<file path="src/rtl/dma_regs_pkg.sv">
package dma_regs_pkg;
  localparam int REG_W  = 16;
  localparam int PORT_W = 8;

  typedef enum logic [1:0] {
    XFER_TO_MEM   = 2'b00,
    XFER_FROM_MEM = 2'b01,
    XFER_HANDOFF  = 2'b10,
    XFER_HANDOFF2 = 2'b11
  } xfer_mode_e;

  typedef enum logic [1:0] {
    CTL_MODE    = 2'd0,
    CTL_MASK1   = 2'd1,
    CTL_PTRCLR  = 2'd2,
    CTL_MASKALL = 2'd3
  } ctl_slot_e;
endpackage

</file>
<file path="src/rtl/dma_port_decode.sv">
module dma_port_decode
  import dma_regs_pkg::*;
#(
  parameter int NUM_CH = 4,
  parameter int CH_W   = 2,
  parameter int AW     = 4
) (
  input  logic              clk,
  input  logic              rst,
  input  logic [AW-1:0]     io_addr,
  input  logic              io_wr,
  input  logic              io_rd,
  output logic [NUM_CH-1:0] chan_sel,
  output logic              reg_is_cnt,
  output logic              hi_sel,
  output logic              chan_wr,
  output logic              chan_rd,
  output logic              mode_wr,
  output logic              mask1_wr,
  output logic              maskall_wr,
  output logic              status_rd,
  output logic              mask_rd
);
  logic            in_chan;
  logic [CH_W-1:0] ch_idx;
  ctl_slot_e       slot;
  logic            ptr_q;

  assign in_chan    = ~io_addr[AW-1];
  assign ch_idx     = io_addr[CH_W:1];
  assign slot       = ctl_slot_e'(io_addr[1:0]);
  assign reg_is_cnt = io_addr[0];
  assign hi_sel     = ptr_q;

  for (genvar i = 0; i < NUM_CH; i++) begin : g_sel
    assign chan_sel[i] = in_chan && (ch_idx == CH_W'(i));
  end

  assign chan_wr    = io_wr && in_chan;
  assign chan_rd    = io_rd && in_chan;
  assign mode_wr    = io_wr && !in_chan && (slot == CTL_MODE);
  assign mask1_wr   = io_wr && !in_chan && (slot == CTL_MASK1);
  assign maskall_wr = io_wr && !in_chan && (slot == CTL_MASKALL);
  assign status_rd  = io_rd && !in_chan && (slot == CTL_MODE);
  assign mask_rd    = io_rd && !in_chan && (slot == CTL_MASKALL);

  // Shared byte pointer: cleared by command, flips on every channel access.
  always_ff @(posedge clk) begin
    if (rst) begin
      ptr_q <= 1'b0;
    end else if (io_wr && !in_chan && (slot == CTL_PTRCLR)) begin
      ptr_q <= 1'b0;
    end else if ((io_wr || io_rd) && in_chan) begin
      ptr_q <= ~ptr_q;
    end
  end
endmodule

</file>
<file path="src/rtl/dma_chan.sv">
module dma_chan
  import dma_regs_pkg::*;
(
  input  logic             clk,
  input  logic             rst,
  input  logic             reg_we,
  input  logic             reg_is_cnt,
  input  logic             reg_hi,
  input  logic [PORT_W-1:0] wdata,
  input  logic             mode_we,
  input  xfer_mode_e       mode_in,
  input  logic             auto_in,
  input  logic             mask_we,
  input  logic             mask_in,
  input  logic             ack,
  output logic [REG_W-1:0] cur_addr,
  output logic [REG_W-1:0] cur_cnt,
  output logic             masked,
  output logic             to_mem,
  output logic             advance,
  output logic             tc
);
  logic [REG_W-1:0] base_addr;
  logic [REG_W-1:0] base_cnt;
  xfer_mode_e       mode_q;
  logic             auto_q;

  assign masked  = mask_q_w;
  logic mask_q_w;

  assign to_mem  = ~mode_q[0];
  assign advance = ack && !mask_q_w && !mode_q[1];
  assign tc      = advance && (cur_cnt == REG_W'(1));

  always_ff @(posedge clk) begin
    if (rst) begin
      base_addr <= '0;
      base_cnt  <= '0;
      cur_addr  <= '0;
      cur_cnt   <= '0;
      mode_q    <= XFER_TO_MEM;
      auto_q    <= 1'b0;
      mask_q_w  <= 1'b1;
    end else begin
      if (advance) begin
        if (tc && auto_q) begin
          cur_addr <= base_addr;
          cur_cnt  <= base_cnt;
        end else begin
          cur_addr <= cur_addr + REG_W'(1);
          cur_cnt  <= cur_cnt - REG_W'(1);
        end
        if (tc && !auto_q) mask_q_w <= 1'b1;
      end
      // A port write takes precedence over a step on the same byte.
      if (reg_we) begin
        if (reg_is_cnt) begin
          if (reg_hi) begin
            base_cnt[15:8] <= wdata;
            cur_cnt[15:8]  <= wdata;
          end else begin
            base_cnt[7:0]  <= wdata;
            cur_cnt[7:0]   <= wdata;
          end
        end else begin
          if (reg_hi) begin
            base_addr[15:8] <= wdata;
            cur_addr[15:8]  <= wdata;
          end else begin
            base_addr[7:0]  <= wdata;
            cur_addr[7:0]   <= wdata;
          end
        end
      end
      if (mode_we) begin
        mode_q <= mode_in;
        auto_q <= auto_in;
      end
      if (mask_we) mask_q_w <= mask_in;
    end
  end
endmodule

</file>
<file path="src/rtl/dma_regs_front.sv">
module dma_regs_front
  import dma_regs_pkg::*;
#(
  parameter int NUM_CH  = 4,
  parameter int WORD_CH = 0,
  localparam int CH_W   = $clog2(NUM_CH),
  localparam int AW     = CH_W + 2,
  localparam int BUS_AW = REG_W + WORD_CH
) (
  input  logic              clk,
  input  logic              rst,
  input  logic [AW-1:0]     io_addr,
  input  logic              io_wr,
  input  logic              io_rd,
  input  logic [7:0]        io_wdata,
  output logic [7:0]        io_rdata,
  input  logic [NUM_CH-1:0] dreq,
  input  logic [NUM_CH-1:0] dack,
  output logic [NUM_CH-1:0] ch_req,
  output logic [NUM_CH-1:0] tc_pulse,
  output logic              bus_valid,
  output logic [BUS_AW-1:0] bus_addr,
  output logic              bus_to_mem
);
  logic [NUM_CH-1:0] chan_sel;
  logic reg_is_cnt, hi_sel, chan_wr, chan_rd;
  logic mode_wr, mask1_wr, maskall_wr, status_rd, mask_rd;

  logic [REG_W-1:0]  addr_a [NUM_CH];
  logic [REG_W-1:0]  cnt_a  [NUM_CH];
  logic [NUM_CH-1:0] mask_vec, to_mem_vec, adv_vec, tc_vec;
  logic [NUM_CH-1:0] tc_flags;
  logic [CH_W-1:0]   wsel;
  logic              unused_wdata;

  assign wsel         = io_wdata[CH_W-1:0];
  assign unused_wdata = ^io_wdata;

  dma_port_decode #(.NUM_CH(NUM_CH), .CH_W(CH_W), .AW(AW)) u_dec (
    .clk(clk), .rst(rst), .io_addr(io_addr), .io_wr(io_wr), .io_rd(io_rd),
    .chan_sel(chan_sel), .reg_is_cnt(reg_is_cnt), .hi_sel(hi_sel),
    .chan_wr(chan_wr), .chan_rd(chan_rd), .mode_wr(mode_wr),
    .mask1_wr(mask1_wr), .maskall_wr(maskall_wr), .status_rd(status_rd),
    .mask_rd(mask_rd)
  );

  for (genvar i = 0; i < NUM_CH; i++) begin : g_ch
    logic ch_hit;
    assign ch_hit = (wsel == CH_W'(i));
    dma_chan u_ch (
      .clk(clk), .rst(rst),
      .reg_we(chan_wr && chan_sel[i]), .reg_is_cnt(reg_is_cnt), .reg_hi(hi_sel),
      .wdata(io_wdata),
      .mode_we(mode_wr && ch_hit),
      .mode_in(xfer_mode_e'(io_wdata[CH_W+1:CH_W])),
      .auto_in(io_wdata[CH_W+2]),
      .mask_we((mask1_wr && ch_hit) || maskall_wr),
      .mask_in(maskall_wr ? io_wdata[i] : io_wdata[CH_W]),
      .ack(dack[i]),
      .cur_addr(addr_a[i]), .cur_cnt(cnt_a[i]), .masked(mask_vec[i]),
      .to_mem(to_mem_vec[i]), .advance(adv_vec[i]), .tc(tc_vec[i])
    );
  end

  // Read data mux
  logic [7:0]       rd_byte;
  logic [REG_W-1:0] pick;
  always_comb begin
    rd_byte = '0;
    pick    = '0;
    for (int i = 0; i < NUM_CH; i++) begin
      if (chan_sel[i]) pick = reg_is_cnt ? cnt_a[i] : addr_a[i];
    end
    if (chan_rd)        rd_byte = hi_sel ? pick[15:8] : pick[7:0];
    else if (status_rd) rd_byte = 8'(tc_flags);
    else if (mask_rd)   rd_byte = 8'(mask_vec);
  end

  // Lowest acknowledged channel drives the bus outputs
  logic [REG_W-1:0]  sel_addr;
  logic              sel_dir;
  logic [BUS_AW-1:0] scaled;
  always_comb begin
    sel_addr = '0;
    sel_dir  = 1'b0;
    for (int i = NUM_CH - 1; i >= 0; i--) begin
      if (adv_vec[i]) begin
        sel_addr = addr_a[i];
        sel_dir  = to_mem_vec[i];
      end
    end
  end

  if (WORD_CH != 0) begin : g_word
    assign scaled = {sel_addr, 1'b0};
  end else begin : g_byte
    assign scaled = sel_addr;
  end

  always_ff @(posedge clk) begin
    if (rst) begin
      io_rdata   <= '0;
      tc_flags   <= '0;
      tc_pulse   <= '0;
      ch_req     <= '0;
      bus_valid  <= 1'b0;
      bus_addr   <= '0;
      bus_to_mem <= 1'b0;
    end else begin
      if (io_rd) io_rdata <= rd_byte;
      if (status_rd) tc_flags <= tc_vec;
      else           tc_flags <= tc_flags | tc_vec;
      tc_pulse  <= tc_vec;
      ch_req    <= dreq & ~mask_vec;
      bus_valid <= |adv_vec;
      if (|adv_vec) begin
        bus_addr   <= scaled;
        bus_to_mem <= sel_dir;
      end
    end
  end
endmodule

</file>
<file path="config.mk">
export PLATFORM = sky130hd
export DESIGN_NAME = dma_regs_front
export DESIGN_NICKNAME = d
export VERILOG_FILES = /design/src/rtl/dma_regs_pkg.sv /design/src/rtl/dma_port_decode.sv /design/src/rtl/dma_chan.sv /design/src/rtl/dma_regs_front.sv
export SDC_FILE = /design/constraint.sdc
export NUM_CORES = 1
export LEC_CHECK = 0
export BUFFER_PORTS_ARGS = -buffer_cell sky130_fd_sc_hd__buf_2
export CAP_MARGIN = 20
export CORE_MARGIN = 2
export CORE_UTILIZATION = 50
export DETAILED_ROUTE_END_ITERATION = 7
export PLACE_DENSITY = 0.66
export SLEW_MARGIN = 30
export SYNTH_ARGS = -nofsm -noshare
export SYNTH_HDL_FRONTEND = slang
export SYNTH_HIERARCHICAL = 1
export SYNTH_SLANG_ARGS = --single-unit
export TNS_END_PERCENT = 20
</file>
<file path="constraint.sdc">
create_clock -name clk -period 2.94 [get_ports clk]
set_clock_uncertainty 0.2 [all_clocks]
set_input_delay 0.441 -clock clk [delete_from_list [all_inputs] [get_ports clk]]
set_output_delay 0.441 -clock clk [all_outputs]
set_load 0.02 [all_outputs]
</file>
==> summary.md <==
| Metric | Value |
|---|---|
| CTS Root Cell | clkbuf_16 |
| Required time of the worst setup path | 3.19 ns |
| Crit path max fanout | 14 |
| Fin Hold WS | around 0.064 ns |
| Cells on Worst Hold Path | 2 |
| Final net count | 2393 |
| Sequential share of the synthesized area | 0.347 |
| Multi-input logic area | 10700 um2 |
| Synthesized area | 17900 um2 |
| Switch Pwr | 2.66 mW |
| Row Count | approximately 70 |
| Sw Ratio | 0.259 |
| WS Path Type | reg -> reg |
| DRC viols | 0 |
| P per Cell Area | approximately 500 nW/um2 |
| Max_slew headroom | 0.405 |
| FF/Latch Area | 6230 um2 |
| Pin count of the biggest net entering global routing | 70 |
| # port buffers | 57 |
| Clock latency at the later pin of the worst-skew pair | 0.56 ns |
| Internal | about 7.6 mW |
| Final setup violation count | 0 |
| Static leakage | between 7 and 8 nW |
| Startpoint Class | flip-flop |
| Initial DRT Pass Iterations | 6 |
| Clk sinks | a little over 300 |
| XOR/XNOR Fraction of Synth Area | 0.00537 |
| Drt initial violations | 2171 |
| Worst Hold Class | in -> reg |
| Post_cts resized | 0 |
| Logic pwr share | 0.099 |
| Part of the cycle the worst path needs | 0.941 |
| Compound-Gate Fraction of Synth Area | 0.259 |
| Cts bufs inserted | 38 |
| Post-route ant nets | 0 |
| Die H | slightly below 200 um |
| Ys flop type | dfxtp_1 |
| RSZ-0062 raised after global routing | false |
| Outcome | finished clean |
| Multiplexer area fraction after synthesis | 0.0571 |
| Post-synth ARST share | 0 |
| Design area | between 20000 and 25000 um2 |
| Top-count cell post-synth | nand2_1 |
| Seq cells post-synth | around 310 |
| Setup crit end kind | flip-flop |
| Layout cells sized above 1 | 0.150 |
| Layout Utilization | 0.572 |
| Vias | roughly 19000 |
| N_diodes | 0 |
| Post-place instance area | between 15000 and 20000 um2 |
| Library cells used by synthesis | a little over 100 |
| Inst Count DP | 2774 |
| Initial Util | 0.506 |
| H-Tree Depth | 2 |
| Number of synthesized flops with an enable pin | 0 |
| Slew Limit Fails | 0 |
| First-pass GRT wire length | between 90000 and 100000 um |
| Simple logic cell fraction of the synthesized area | 0.265 |
| Clk network pwr share | 0.472 |
| CP Data Arrival Time | between 3 and 4 ns |
| Area growth syn-to-layout | 13.1% |
| Post-route worst setup slack | approximately 0.17 ns |
| Post-Syn Instances | 2311 |
| Tot Pwr | just over 10 mW |
| Minimum clock period | around 2.8 ns |
| GRT Overall Usage | 0.332 |
| Max Cap Violations | 0 |
| WL final | roughly 65000 um |
| Avg WL per Cell | 22.7 um |
| Peak supply drop | 0.551 mV |
| Initial antenna violation count | 0 |
| Num ports | 58 |
| Synthesized area per cell | around 7.8 um2 |
| Cell type with the largest total area after synthesis | dfxtp_1 |
| Clock Tree Buf Depth | 3 |
| Final hold violation count | 0 |
| Area of the core | 35500 um2 |
| Yosys warns | 6 |
| Grt ovf | 0 |
| Largest family of logic cells by synthesized area | simple AND/OR/NAND/NOR gates |
| Die Wd | approximately 190 um |
| Fillcell total | about 3300 |
| HPWL after DPL | between 40000 and 50000 um |
| Worst reg2reg path depth | 8 |
| GPL Wtd Cong | 0.970 |
| Setup TNS Final | 0 ns |
| CTS tree | yes |
| Syn_nets | between 2000 and 2500 |
| Vias in the first global route | around 17000 |
| Die ar. | 37400 um2 |
| Synth area leaders | dfxtp_1, nand2_1, a21oi_1 |
| Highest clock rate | about 360 MHz |
| Synth cell count leaders | nand2_1, dfxtp_1, a21oi_1, nor2_1, clkbuf_1 |
| Pin slew with the least headroom to its limit | just under 0.9 ns |
| Clk slew on worst S/H paths | ~0.06 ns |
| Flop pwr share | 0.429 |
| Place WS | approximately 0.22 ns |
| Post-synth top area share | 0.347 |
| Adder-cell share of the synthesized area | 0.00837 |
| Non-Filler Instances | approximately 2800 |
| Drt via density | approximately 6.6 |
==> worst paths after layout <==
path | slack [ns] | startpoint | endpoint
max | 0.17 | g_ch[2].u_ch/cur_cnt[0]$_SDFF_PP0_ | g_ch[2].u_ch/cur_cnt[9]$_SDFF_PP0_
min | 0.06 | dreq[3] | ch_req[3]$_SDFF_PP0_
max reg2reg | 0.17 | g_ch[2].u_ch/cur_cnt[0]$_SDFF_PP0_ | g_ch[2].u_ch/cur_cnt[9]$_SDFF_PP0_
min reg2reg | 0.25 | g_ch[3].u_ch/base_addr[7]$_SDFFE_PP0P_ | g_ch[3].u_ch/base_addr[7]$_SDFFE_PP0P_
==> cells by family (layout without fill, tap and decap cells) <==
group,after synthesis,count (layout)
simple gates,936,936
compound gates,731,731
flops,311,311
buf+inv,220,293
mux,90,90
fa+ha+maj,12,12
xor+xnor,11,11
==> layout by cell type, fill, tap and decap left out, drive strengths merged, types with 7 or more instances in the layout <==
cell type,instances
a211o,13
a211oi,41
a21oi,263
a221oi,16
a22oi,33
a311oi,13
a31o,10
a31oi,45
and2,12
and3,45
buf,189
clkbuf,60
dfxtp,311
ha,12
inv,34
mux2,50
mux2i,36
nand2,367
nand2b,21
nand3,66
nand3b,26
nand4,20
nor2,149
nor2b,33
nor3,58
nor3b,17
nor4,37
nor4b,8
o211ai,28
o21ai,128
o221ai,12
o22ai,29
o311ai,8
o31ai,14
o41ai,9
or2,7
or3,28
or3b,13
or4,8
xnor2,7
==> critical path, cell delays in order, from the launching register on <==
cell      delay, ns
dfxtp_1        0.41
ha_1           0.17
or3b_1         0.41
nor4b_4        0.38
and4_1         0.35
buf_4          0.23
nand2_1        0.08
a21o_1         0.18
a311oi_1       0.26
==> sequential cells by signal (all words and copies together), names as in the netlist <==
name / cells
bus_addr: 16
io_rdata: 8
tc_pulse: 4
g_ch.u_ch/cur_addr: 64
g_ch.u_ch/masked: 4
bus_valid: 1
g_ch.u_ch/auto_q: 4
g_ch.u_ch/mode_q: 8
g_ch.u_ch/base_cnt: 64
bus_to_mem: 1
g_ch.u_ch/cur_cnt: 64
u_dec/hi_sel: 1
tc_flags: 4
g_ch.u_ch/base_addr: 64
ch_req: 4
==> what timing repair did <==
item	4_1_cts	5_1_grt
endpoints found under the setup margin	0	1
hold buffers	3	0
endpoints found under the hold margin	3	0
buffers inserted	0	1
==> layout make-up <==
| type | instances | share of cell area |
|---|---|---|
| flip-flops and latches | 311 | 0.307 |
| multi-input cells | 1780 | 0.527 |
| well taps | 461 | 0.0284 |
| repair buffers | 192 | 0.0687 |
| clock inverters | 7 | 0.00419 |
| inverters | 34 | 0.00629 |
| clock buffers | 60 | 0.0590 |
==> power groups by stage <==
stage,logic (mW),registers [mW],clock network [mW]
2_1_floorplan,0.633,4.46,0
3_3_place_gp,0.963,4.50,0
3_5_place_dp,0.978,4.50,0
4_1_cts,0.986,4.41,4.91
5_1_grt,1.08,4.42,5.08
6_report,1.01,4.42,4.85
==> per-layer routing <==
metal	global-route usage	wire length [um]	vias up
met1	0.469	27400	8879
met5	0	0	-
met2	0.497	28000	1049
met3	0.0589	6570	175
met4	0.145	2770	0
li1	-	-	8602
No activity file was read; power rests on OpenSTA's default activity.
